### src/rtl/pd_pkg.sv
package pd_pkg;
  localparam int unsigned DEF_SYNC_STAGES = 2;

  typedef struct packed {
    logic level;
    logic rise;
    logic fall;
  } pin_evt_t;
endpackage

### src/rtl/pd_pin_sync.sv
module pd_pin_sync
  import pd_pkg::*;
#(
  parameter int unsigned STAGES = DEF_SYNC_STAGES
) (
  input  logic     clk_i,
  input  logic     rst_ni,
  input  logic     pin_i,
  output pin_evt_t evt_o
);
  localparam int unsigned N = (STAGES < 2) ? 2 : STAGES;

  logic [N-1:0] chain_q;
  logic         prev_q;

  always_ff @(posedge clk_i or negedge rst_ni) begin
    if (!rst_ni) begin
      chain_q <= '0;
      prev_q  <= 1'b0;
    end else begin
      chain_q <= {chain_q[N-2:0], pin_i};
      prev_q  <= chain_q[N-1];
    end
  end

  always_comb begin
    evt_o.level = chain_q[N-1];
    evt_o.rise  = chain_q[N-1] & ~prev_q;
    evt_o.fall  = ~chain_q[N-1] & prev_q;
  end
endmodule

### src/rtl/pd_state_ctrl.sv
module pd_state_ctrl
  import pd_pkg::*;
(
  input  logic     clk_i,
  input  logic     rst_ni,
  input  pin_evt_t pin_i,
  input  logic     sw_up_i,
  input  logic     sw_down_i,
  output logic     sw_off_o,
  output logic     pwr_down_o
);
  logic sw_off_q, sw_off_d;

  // pin fall beats software sleep; sleep beats wake; wake blocked by pin
  always_comb begin
    sw_off_d = sw_off_q;
    if (pin_i.fall)                    sw_off_d = 1'b0;
    else if (sw_down_i)                sw_off_d = 1'b1;
    else if (sw_up_i && !pin_i.level)  sw_off_d = 1'b0;
  end

  always_ff @(posedge clk_i or negedge rst_ni) begin
    if (!rst_ni) sw_off_q <= 1'b0;
    else         sw_off_q <= sw_off_d;
  end

  assign sw_off_o   = sw_off_q;
  assign pwr_down_o = sw_off_q | pin_i.level;
endmodule

### src/rtl/pd_abort_track.sv
module pd_abort_track (
  input  logic clk_i,
  input  logic rst_ni,
  input  logic pwr_down_i,
  input  logic conv_active_i,
  output logic invalid_o
);
  logic pd_q, act_q, run_ok_q, inv_q;
  logic pd_rise, act_rise, act_fall, abort, done_ok;

  assign pd_rise  = pwr_down_i & ~pd_q;
  assign act_rise = conv_active_i & ~act_q;
  assign act_fall = ~conv_active_i & act_q;
  assign abort    = pd_rise & conv_active_i;
  assign done_ok  = act_fall & run_ok_q & ~pwr_down_i;

  always_ff @(posedge clk_i or negedge rst_ni) begin
    if (!rst_ni) begin
      pd_q     <= 1'b0;
      act_q    <= 1'b0;
      run_ok_q <= 1'b0;
      inv_q    <= 1'b0;
    end else begin
      pd_q  <= pwr_down_i;
      act_q <= conv_active_i;
      // run_ok: current conversion started and stayed powered
      if (pwr_down_i)    run_ok_q <= 1'b0;
      else if (act_rise) run_ok_q <= 1'b1;
      else if (act_fall) run_ok_q <= 1'b0;
      if (abort)        inv_q <= 1'b1;
      else if (done_ok) inv_q <= 1'b0;
    end
  end

  assign invalid_o = inv_q;
endmodule

### src/rtl/pd_arbiter.sv
module pd_arbiter
  import pd_pkg::*;
#(
  parameter int unsigned SYNC_STAGES = DEF_SYNC_STAGES
) (
  input  logic clk_i,
  input  logic rst_ni,
  input  logic pd_pin_i,
  input  logic sw_up_i,
  input  logic sw_down_i,
  input  logic conv_active_i,
  output logic pwr_down_o,
  output logic result_invalid_o
);
  pin_evt_t pin_evt;
  logic     sw_off;
  logic     pd_int;

  pd_pin_sync #(.STAGES(SYNC_STAGES)) u_sync (
    .clk_i  (clk_i),
    .rst_ni (rst_ni),
    .pin_i  (pd_pin_i),
    .evt_o  (pin_evt)
  );

  pd_state_ctrl u_ctrl (
    .clk_i      (clk_i),
    .rst_ni     (rst_ni),
    .pin_i      (pin_evt),
    .sw_up_i    (sw_up_i),
    .sw_down_i  (sw_down_i),
    .sw_off_o   (sw_off),
    .pwr_down_o (pd_int)
  );

  pd_abort_track u_abort (
    .clk_i         (clk_i),
    .rst_ni        (rst_ni),
    .pwr_down_i    (pd_int),
    .conv_active_i (conv_active_i),
    .invalid_o     (result_invalid_o)
  );

  assign pwr_down_o = pd_int;
endmodule

### config.mk
export PLATFORM = sky130hd
export DESIGN_NAME = pd_arbiter
export DESIGN_NICKNAME = d
export VERILOG_FILES = /design/src/rtl/pd_pkg.sv /design/src/rtl/pd_pin_sync.sv /design/src/rtl/pd_state_ctrl.sv /design/src/rtl/pd_abort_track.sv /design/src/rtl/pd_arbiter.sv
export SDC_FILE = /design/constraint.sdc
export NUM_CORES = 1
export LEC_CHECK = 0
export BUFFER_PORTS_ARGS = -buffer_cell sky130_fd_sc_hd__clkbuf_2
export CAP_MARGIN = 20
export CELL_PAD_IN_SITES_DETAIL_PLACEMENT = 1
export CELL_PAD_IN_SITES_GLOBAL_PLACEMENT = 2
export CORE_AREA = 2 2 39 41
export DETAILED_ROUTE_END_ITERATION = 10
export DIE_AREA = 0 0 41 43
export PLACE_DENSITY_LB_ADDON = 0.05
export SETUP_SLACK_MARGIN = 0.4
export SYNTH_ARGS = -nofsm -noshare
export SYNTH_HDL_FRONTEND = slang
export SYNTH_SLANG_ARGS = --single-unit
### constraint.sdc
create_clock -name clk_i -period 1.4 [get_ports clk_i]
set_input_delay 0.07 -clock clk_i [delete_from_list [all_inputs] [get_ports clk_i]]
set_output_delay 0.07 -clock clk_i [all_outputs]
set_load 0.05 [all_outputs]
==> results of run 1 <==
[kinds of logic (layout without fill, tap and decap cells)]
kind of cell	Yosys count	count (layout)	synth area share [%]
buffers and inverters	3	20	3.83
and+or+nand+nor	3	3	5.53
DFF	8	8	68.1
muxes	1	1	3.40
AOI/OAI and AO/OA	4	4	10.6
adders and majority gates	2	2	8.51
[placed cells by master (no fill, tap or decap)]
cell type      Yosys  final
clkbuf_16          0      1
nand2_1            1      1
inv_1              3      3
dfrtp_1            8      7
clkbuf_1           0      1
mux2i_1            1      1
ha_4               0      1
a22o_1             1      1
buf_4              0      3
o22a_2             1      1
a21oi_1            1      1
nor2_1             1      1
dlygate4sd3_1      0      3
clkbuf_2           0      5
dfrtp_2            0      1
o21bai_1           1      1
or2_4              1      1
clkbuf_4           0      4
ha_1               2      1
[where the power goes]
part           internal, mW  switching (mW)
logic                0.0375          0.0276
clock network         0.109          0.0809
registers             0.243         0.00587
total                 0.390           0.114
[layer usage]
metal	up-vias	share of wire (%)	global-route usage (%)
met5	-	0	0
met1	105	46	9.63
li1	105	-	-
met3	0	5.3	4.71
met2	6	49	9.69
met4	0	0	10.0
[timing repair]
action	in CTS	in global routing
setup buffers	3	0
hold buffers	3	0
gates cloned	0	0
setup endpoints to repair	2	4
endpoints found under the hold margin	10	0
pin swaps	1	0
gates resized for setup	3	3
[flip-flops by register name (all words and copies together) (netlist names)]
name,count
u_sync.chain_q,2
u_ctrl.sw_off_o,1
u_abort.run_ok_q,1
u_abort.invalid_o,1
u_abort.act_q,1
u_abort.pd_q,1
u_sync.prev_q,1
[stage by stage]
stage	setup WS (ns)	cell area [sq um]
after floorplan	0.379	295
after global placement	0.421	350
after detailed placement	0.386	350
after CTS	0.244	449
after global routing	0.225	464
final	0.264	464
[cell type report]
class | count | area [sq um]
Inverter | 3 | 11.3
Sequential cell | 8 | 201
Tap cell | 16 | 20.0
Timing Repair Buffer | 13 | 110
Multi-Input combinational cell | 10 | 95.1
Clock buffer | 4 | 26.3
Fill cell | 161 | 920
[how the worst max path moves through the flow]
stage / startpoint / slack [ns] / endpoint
5_1_grt: u_sync.chain_q[1] / 0.22 / pwr_down_o
2_1_floorplan: u_abort.invalid_o / 0.38 / u_abort.invalid_o
4_1_cts: u_sync.chain_q[1] / 0.24 / pwr_down_o
3_5_place_dp: u_abort.act_q / 0.39 / u_abort.run_ok_q
6_report: u_sync.chain_q[1] / 0.26 / pwr_down_o
3_3_place_gp: u_abort.act_q / 0.42 / u_abort.run_ok_q
==> flow_summary_export.csv, run 1 <==
group,metric,value,unit
detailed_routing,viasPerCell,4.00,
pwr,vdd_drop_max,401,uV
critical_path,cp-start-kind,"register",
synthesis,synth.ff_latch_count,8,
timing,grt_setup_unrepaired,"yes",
synthesis,synth_edf_count,0,
cts,htreeDepth,1,
worst_hold_path,min_to,"u_ctrl.sw_off_o",
timing,post-route-period-util,81.1,%
synthesis,synthArstFlopShare,100,%
worst_hold_path,hold_depth,2,
detailed_routing,drtAntennaViolNets,0,
critical_path,critPathMaxStageDelay,0.38,ns
cts,insertion_delay,0.26,ns
detailed_routing,drt-pass1-iter-count,1,
critical_path,cp_num_buf_inv,1,
grt,overflow,0,
detailed_routing,vias,216,
pwr,cellPowerDensity,1090,nW/um^2
synthesis,synth.distinct_cells,11,
timing,slew_viol_final,0,
synthesis,synth_nets,29,
cts,cts_tree,"done",
grt,antenna_found_initial,0,
die,row_count,14,
cts,clock-sinks,8,
critical_path,required,1.33,ns
critical_path,crit_fanout,2,
synthesis,synth.most_common_cell,"dfrtp_1",
cts,root_buffer,"clkbuf_4",
timing,finClkSkew,0.00634,ns
critical_path,r2r-start,"u_sync.chain_q[1]",
timing,worstMarginPinSlew,0.200,ns
placement,dpl.hpwl,405,um
synthesis,synthDominantCellAreaShare,68.1,%
job,maxCapViolations,0,
critical_path,crit_chain,"or2_4, clkbuf_16",
finish,fin_nets,47,
critical_path,criticalPathCategory,"reg -> out",
synthesis,synth_area,294,sq um
detailed_routing,drt_iter0_drc,0,
finish,drive_gt1_share,44.7,%
finish,n_antenna_cell,0,
die,dieArea,1760,sq um
synthesis,yosysWarnings,0,
worst_hold_path,hp-class,"in -> reg",
detailed_routing,drc,0,
critical_path,r2r_end,"u_abort.invalid_o",
critical_path,r2r_setup_slack,0.31,ns
cts,cts_made_buffers,3,
placement,place.gp.congestion,0.638,
critical_path,slowest_stage,"dfrtp_1",
placement,place_inst,44,
grt,grt_pass1_wl,883,um
grt,grt_pass1_vias,231,
timing,slew_headroom,86.6,%
cts,clk_pin_slew_worst_paths,0.05,ns
finish,final_cells,54,
die,die_x,41,um
synthesis,syn_inst,21,
grt,grt_max_degree,9,
die,coreArea,1380,sq um
critical_path,rr_worst_depth,3,
synthesis,ys_seq_area_share,68.1,%
timing,fmax,0.881,GHz
synthesis,syn_avg_cell_area,14.0,sq um
detailed_routing,wl_per_cell,10.2,um
critical_path,cp_top_family,"flip-flops",
timing,hold_viol,0,
die,boundaryPins,8,
die,fp.dieH,43,um
finish,area_growth,57.9,%
pwr,p_leak,0.221,nW
synthesis,yosys.area.top_type,"dfrtp_1",
timing,setup_violations,0,
grt,track_usage,8.52,%
synthesis,yosys-top-cells-count,"dfrtp_1, inv_1, ha_1",
critical_path,path_depth,2,
finish,post-route-util,33.5,%
timing,fin_setup_tns,0,ns
timing,whs,0.0747,ns
worst_hold_path,hold_path.startpoint,"sw_down_i",
critical_path,crit_path_end_kind,"output pin",
critical_path,worstPathArrival,1.07,ns
timing,min_period,1.14,ns
detailed_routing,route.final.wire_length,550,um
cts,clk_path_buf_depth,2,
placement,io_buffers,7,
die,start_util,21.2,%
pwr,p_total,0.504,mW
outcome,status,"completed",
synthesis,synthTopCellsByArea,"dfrtp_1, ha_1, inv_1",
synthesis,ys.flop_type,"dfrtp_1",
Power figures use the tool's default switching activity.
==> inputs of run 2 (changes only) <==
- clock period: 1.4 -> 0.9 ns (I/O delays scaled with it)
==> flow_summary_export.csv, run 2 (same netlist as run 1, synthesis figures left out) <==
group,metric,value,unit
cts,clk_path_buf_depth,2,
grt,antenna_found_initial,0,
timing,slew_headroom,85.2,%
cts,root_buffer,"clkbuf_4",
timing,grt_setup_unrepaired,"yes",
timing,worstMarginPinSlew,0.222,ns
worst_hold_path,hold_depth,1,
finish,drive_gt1_share,55.0,%
grt,track_usage,8.85,%
placement,post-place-ws,-0.0952,ns
critical_path,worstSetupStartpoint,"u_sync.chain_q[1]",
detailed_routing,drtAntennaViolNets,0,
placement,place_inst,46,
finish,final_common_cell,"dfrtp_1",
timing,setup_violations,6,
finish,fin_nets,49,
pwr,p_total,0.789,mW
critical_path,crit_path_end_kind,"output pin",
critical_path,worstPathArrival,1.05,ns
detailed_routing,drc,0,
finish,fillers,151,
grt,grt_pass1_wl,1010,um
finish,largest_reg_flops,2,
die,row_count,14,
critical_path,rr_worst_depth,3,
die,coreArea,1380,sq um
timing,post-route-period-util,121,%
critical_path,cp-start-kind,"register",
worst_hold_path,hold_path.startpoint,"pd_pin_i",
finish,largest_register,"u_sync.chain_q",
timing,min_period,1.09,ns
die,dieArea,1760,sq um
finish,layout_common_cells,"dfrtp_1, clkbuf_2, buf_4",
finish,final_cells,56,
outcome,violations,"hold timing, setup timing",
die,fp.dieH,43,um
detailed_routing,route.final.wire_length,592,um
finish,n_antenna_cell,0,
cts,insertion_delay,0.25,ns
cts,clock-sinks,8,
placement,place.gp.congestion,0.599,
detailed_routing,wl_per_cell,10.6,um
critical_path,crit_fanout,2,
pwr,p_leak,0.244,nW
cts,htreeDepth,1,
placement,io_buffers,7,
timing,slew_viol_final,0,
grt,grt_pass1_vias,257,
timing,fmax,0.917,GHz
critical_path,r2r_setup_slack,-0.16,ns
die,boundaryPins,8,
timing,hold_viol,2,
critical_path,criticalPathCategory,"reg -> out",
die,die_x,41,um
detailed_routing,viasPerCell,3.95,
critical_path,r2r_end,"u_abort.invalid_o",
pwr,vdd_drop_max,477,uV
cts,cts_hold_buf,1,
cts,cts_made_buffers,3,
die,start_util,21.2,%
finish,area_growth,71.9,%
cts,clk_pin_slew_worst_paths,0.05,ns
timing,whs,-0.0916,ns
grt,overflow,0,
timing,finClkSkew,0.0126,ns
worst_hold_path,hp-class,"in -> reg",
timing,fin_setup_tns,-0.757,ns
timing,timing.final.ws_setup,-0.190,ns
critical_path,r2r-start,"u_sync.chain_q[1]",
pwr,cellPowerDensity,1560,nW/um^2
detailed_routing,drt_iter0_drc,0,
detailed_routing,drt-pass1-iter-count,1,
grt,grt_max_degree,9,
cts,cts_tree,"done",
outcome,status,"complete, but fails checks",
worst_hold_path,min_to,"u_sync.chain_q[0]",
detailed_routing,vias,221,
job,maxCapViolations,0,
critical_path,required,0.85,ns
-- run 2: changes by cell type in the layout (fill, tap and decap cells not counted) --
cell | before | now
buf_6 | 0 | 3
dlygate4sd3_1 | 3 | 1
buf_4 | 3 | 4
clkbuf_16 | 1 | 2
clkbuf_4 | 4 | 3
nor2_1 | 1 | 0
nor2_2 | 0 | 1
-- run 2: metrics by stage --
step | util (%) | instance area (sq um)
after detailed placement | 26.4 | 365
after floorplan | - | 295
final | 36.5 | 505
after global placement | 26.4 | 365
after CTS | 34.6 | 479
after global routing | 36.5 | 505
-- run 2: where the power goes --
part / total [mW] / switching, mW / leakage (nW) / internal [mW]
combinational: 0.111 / 0.0472 / 0.139 / 0.0642
sequential: 0.387 / 0.00871 / 0.0906 / 0.378
clock: 0.291 / 0.121 / 0.0150 / 0.169
-- run 2: worst max-delay path: stages, from the launching register on --
cell and delay [ns]:
dfrtp_1 0.37, or2_4 0.26, clkbuf_16 0.17
-- run 2: metal layers --
layer	wire length, um	track usage [%]
met4	0	8.00
met1	247	10.1
met5	0	0
met3	22	1.57
met2	323	13.1
-- run 2: worst max-delay path by stage --
stage | cells after the start | slack, ns | to
3_5_place_dp | 3 | -0.1 | u_abort.run_ok_q
4_1_cts | 2 | -0.20 | pwr_down_o
2_1_floorplan | 2 | -0.12 | u_abort.invalid_o
6_report | 2 | -0.19 | pwr_down_o
5_1_grt | 2 | -0.25 | pwr_down_o
3_3_place_gp | 3 | -0.08 | u_abort.run_ok_q
-- run 2: area by class of cell --
class                   count  area, sq um  area share [%]
clock buffers               4         26.3            5.20
inverters                   3         11.3            2.23
multi-input cells          10         97.6            19.3
flip-flops and latches      8          201            39.9
well taps                  16         20.0            3.96
repair buffers             15          149            29.5
-- run 2: timing repair --
action                                 in CTS  in global routing
pin swaps                                   2                  0
setup buffers                               4                  1
setup endpoints to repair                   7                  7
cloned                                      0                  0
endpoints found under the hold margin      10                  2
resized for setup                           8                  3
==> inputs of run 3 (changes only) <==
- PLACE_DENSITY: unset -> 0.57
- PLACE_DENSITY_LB_ADDON: 0.05 -> unset
==> flow_summary_export.csv, run 3 (same netlist as run 1, synthesis figures left out) <==
group,metric,value,unit
outcome,status,"complete, but fails checks",
outcome,violations,"hold timing, setup timing",
finish,area_growth,77.4,%
job,maxCapViolations,0,
grt,antenna_found_initial,0,
placement,place.gp.congestion,0.612,
cts,cts_made_buffers,3,
finish,layout_common_cells,"dfrtp_1, clkbuf_2, buf_4, buf_6",
timing,hold_viol,2,
detailed_routing,drt-pass1-iter-count,1,
placement,post-place-ws,-0.0982,ns
grt,grt_pass1_wl,986,um
critical_path,critPathMaxStageDelay,0.37,ns
timing,finClkSkew,0.0143,ns
cts,root_buffer,"clkbuf_4",
timing,slew_viol_final,0,
detailed_routing,drt_iter0_drc,0,
placement,dpl.hpwl,385,um
timing,min_period,1.11,ns
die,dieArea,1760,sq um
timing,whs,-0.0943,ns
detailed_routing,viasPerCell,3.78,
finish,n_antenna_cell,0,
critical_path,crit_chain,"or2_4, clkbuf_16",
worst_hold_path,hp-class,"in -> reg",
die,start_util,21.2,%
timing,fmax,0.904,GHz
detailed_routing,wl_per_cell,10.5,um
cts,insertion_delay,0.26,ns
finish,drive_gt1_share,54.8,%
finish,fin_nets,51,
pwr,p_leak,0.255,nW
cts,clk_pin_slew_worst_paths,0.05,ns
die,fp.dieH,43,um
critical_path,worstPathArrival,1.06,ns
finish,largest_register,"u_sync.chain_q",
critical_path,criticalPathCategory,"reg -> out",
detailed_routing,vias,219,
grt,grt_max_degree,9,
grt,grt_pass1_vias,232,
die,coreArea,1380,sq um
pwr,vdd_drop_max,1130,uV
critical_path,r2r_setup_slack,-0.20,ns
detailed_routing,drtAntennaViolNets,0,
timing,worstMarginPinSlew,0.192,ns
pwr,p_total,0.803,mW
pwr,cellPowerDensity,1540,nW/um^2
grt,track_usage,9.08,%
placement,io_buffers,7,
detailed_routing,drc,0,
die,boundaryPins,8,
timing,setup_violations,6,
critical_path,crit_path_end_kind,"output pin",
critical_path,crit_fanout,3,
die,die_x,41,um
finish,final_common_cell,"dfrtp_1",
timing,slew_headroom,87.2,%
cts,clk_path_buf_depth,2,
cts,clock-sinks,8,
die,row_count,14,
critical_path,slowest_stage,"dfrtp_1",
cts,htreeDepth,1,
cts,cts_hold_buf,1,
finish,largest_reg_flops,2,
grt,overflow,0,
detailed_routing,route.final.wire_length,611,um
timing,grt_setup_unrepaired,"yes",
timing,post-route-period-util,123,%
critical_path,cp-start-kind,"register",
timing,timing.final.ws_setup,-0.207,ns
critical_path,required,0.85,ns
cts,cts_tree,"done",
## run 3: cell count changes in the layout (fill, tap and decap cells not counted)
cell	before	now
buf_4	4	5
buf_6	3	4
nor2_1	0	1
nor2_2	1	0
## run 3: final timing paths
path,depth (start not counted),to,start
worst max register to register,3,u_abort.invalid_o,u_ctrl.sw_off_o
worst min register to register,0,u_sync.chain_q[1],u_sync.chain_q[0]
max in group asynchronous,2,u_sync.prev_q,rst_ni
worst max-delay path,2,pwr_down_o,u_ctrl.sw_off_o
worst min-delay path,1,u_sync.chain_q[0],pd_pin_i
min in group asynchronous,2,u_abort.run_ok_q,rst_ni
## run 3: final cells by class
| type | instances | area, sq um |
|---|---|---|
| clock buffer | 4 | 26.3 |
| fill | 154 | 862 |
| inverter | 3 | 11.3 |
| multi-input combinational | 10 | 95.1 |
| sequential | 8 | 201 |
| tap | 16 | 20.0 |
| timing repair buffer | 17 | 168 |
## run 3: worst max-delay path, delay by kind of cell (launching register included)
family                 cells  cell delay, ns
buffers and inverters      1            0.17
and+or+nand+nor            1            0.27
DFF                        1            0.37
## run 3: what timing repair did
| item | in CTS | in global routing |
|---|---|---|
| endpoints found under the setup margin | 7 | 7 |
| endpoints found under the hold margin | 10 | 2 |
| buffers inserted | 4 | 2 |
| resized for setup | 7 | 4 |
| pin swaps | 1 | 1 |
## run 3: report_power, final
part	switching (mW)	internal [mW]
combinational	0.0492	0.0769
clock	0.120	0.169
sequential	0.00921	0.378
total	0.178	0.625
## run 3: per-layer routing
metal  vias to the layer above  GRT usage (%)  wire length (um)
met1                       102           8.14               222
met5                         -              0                 0
met3                         0           6.28                41
met4                         0           2.00                 0
met2                         8           15.6               348
li1                        109              -                 -
## run 3: per-stage QoR
step | util, % | hold WS [ns] | cell area [sq um] | setup TNS (ns) | cells
final | 37.7 | -0.0943 | 522 | -0.686 | 58
after global routing | 37.7 | -0.102 | 522 | -0.868 | 58
after CTS | 34.9 | -0.102 | 483 | -0.590 | 56
after detailed placement | 26.9 | -0.104 | 373 | -0.181 | 47
after global placement | 26.9 | -0.106 | 373 | -0.147 | 47
after floorplan | - | -0.251 | 295 | -0.189 | 21
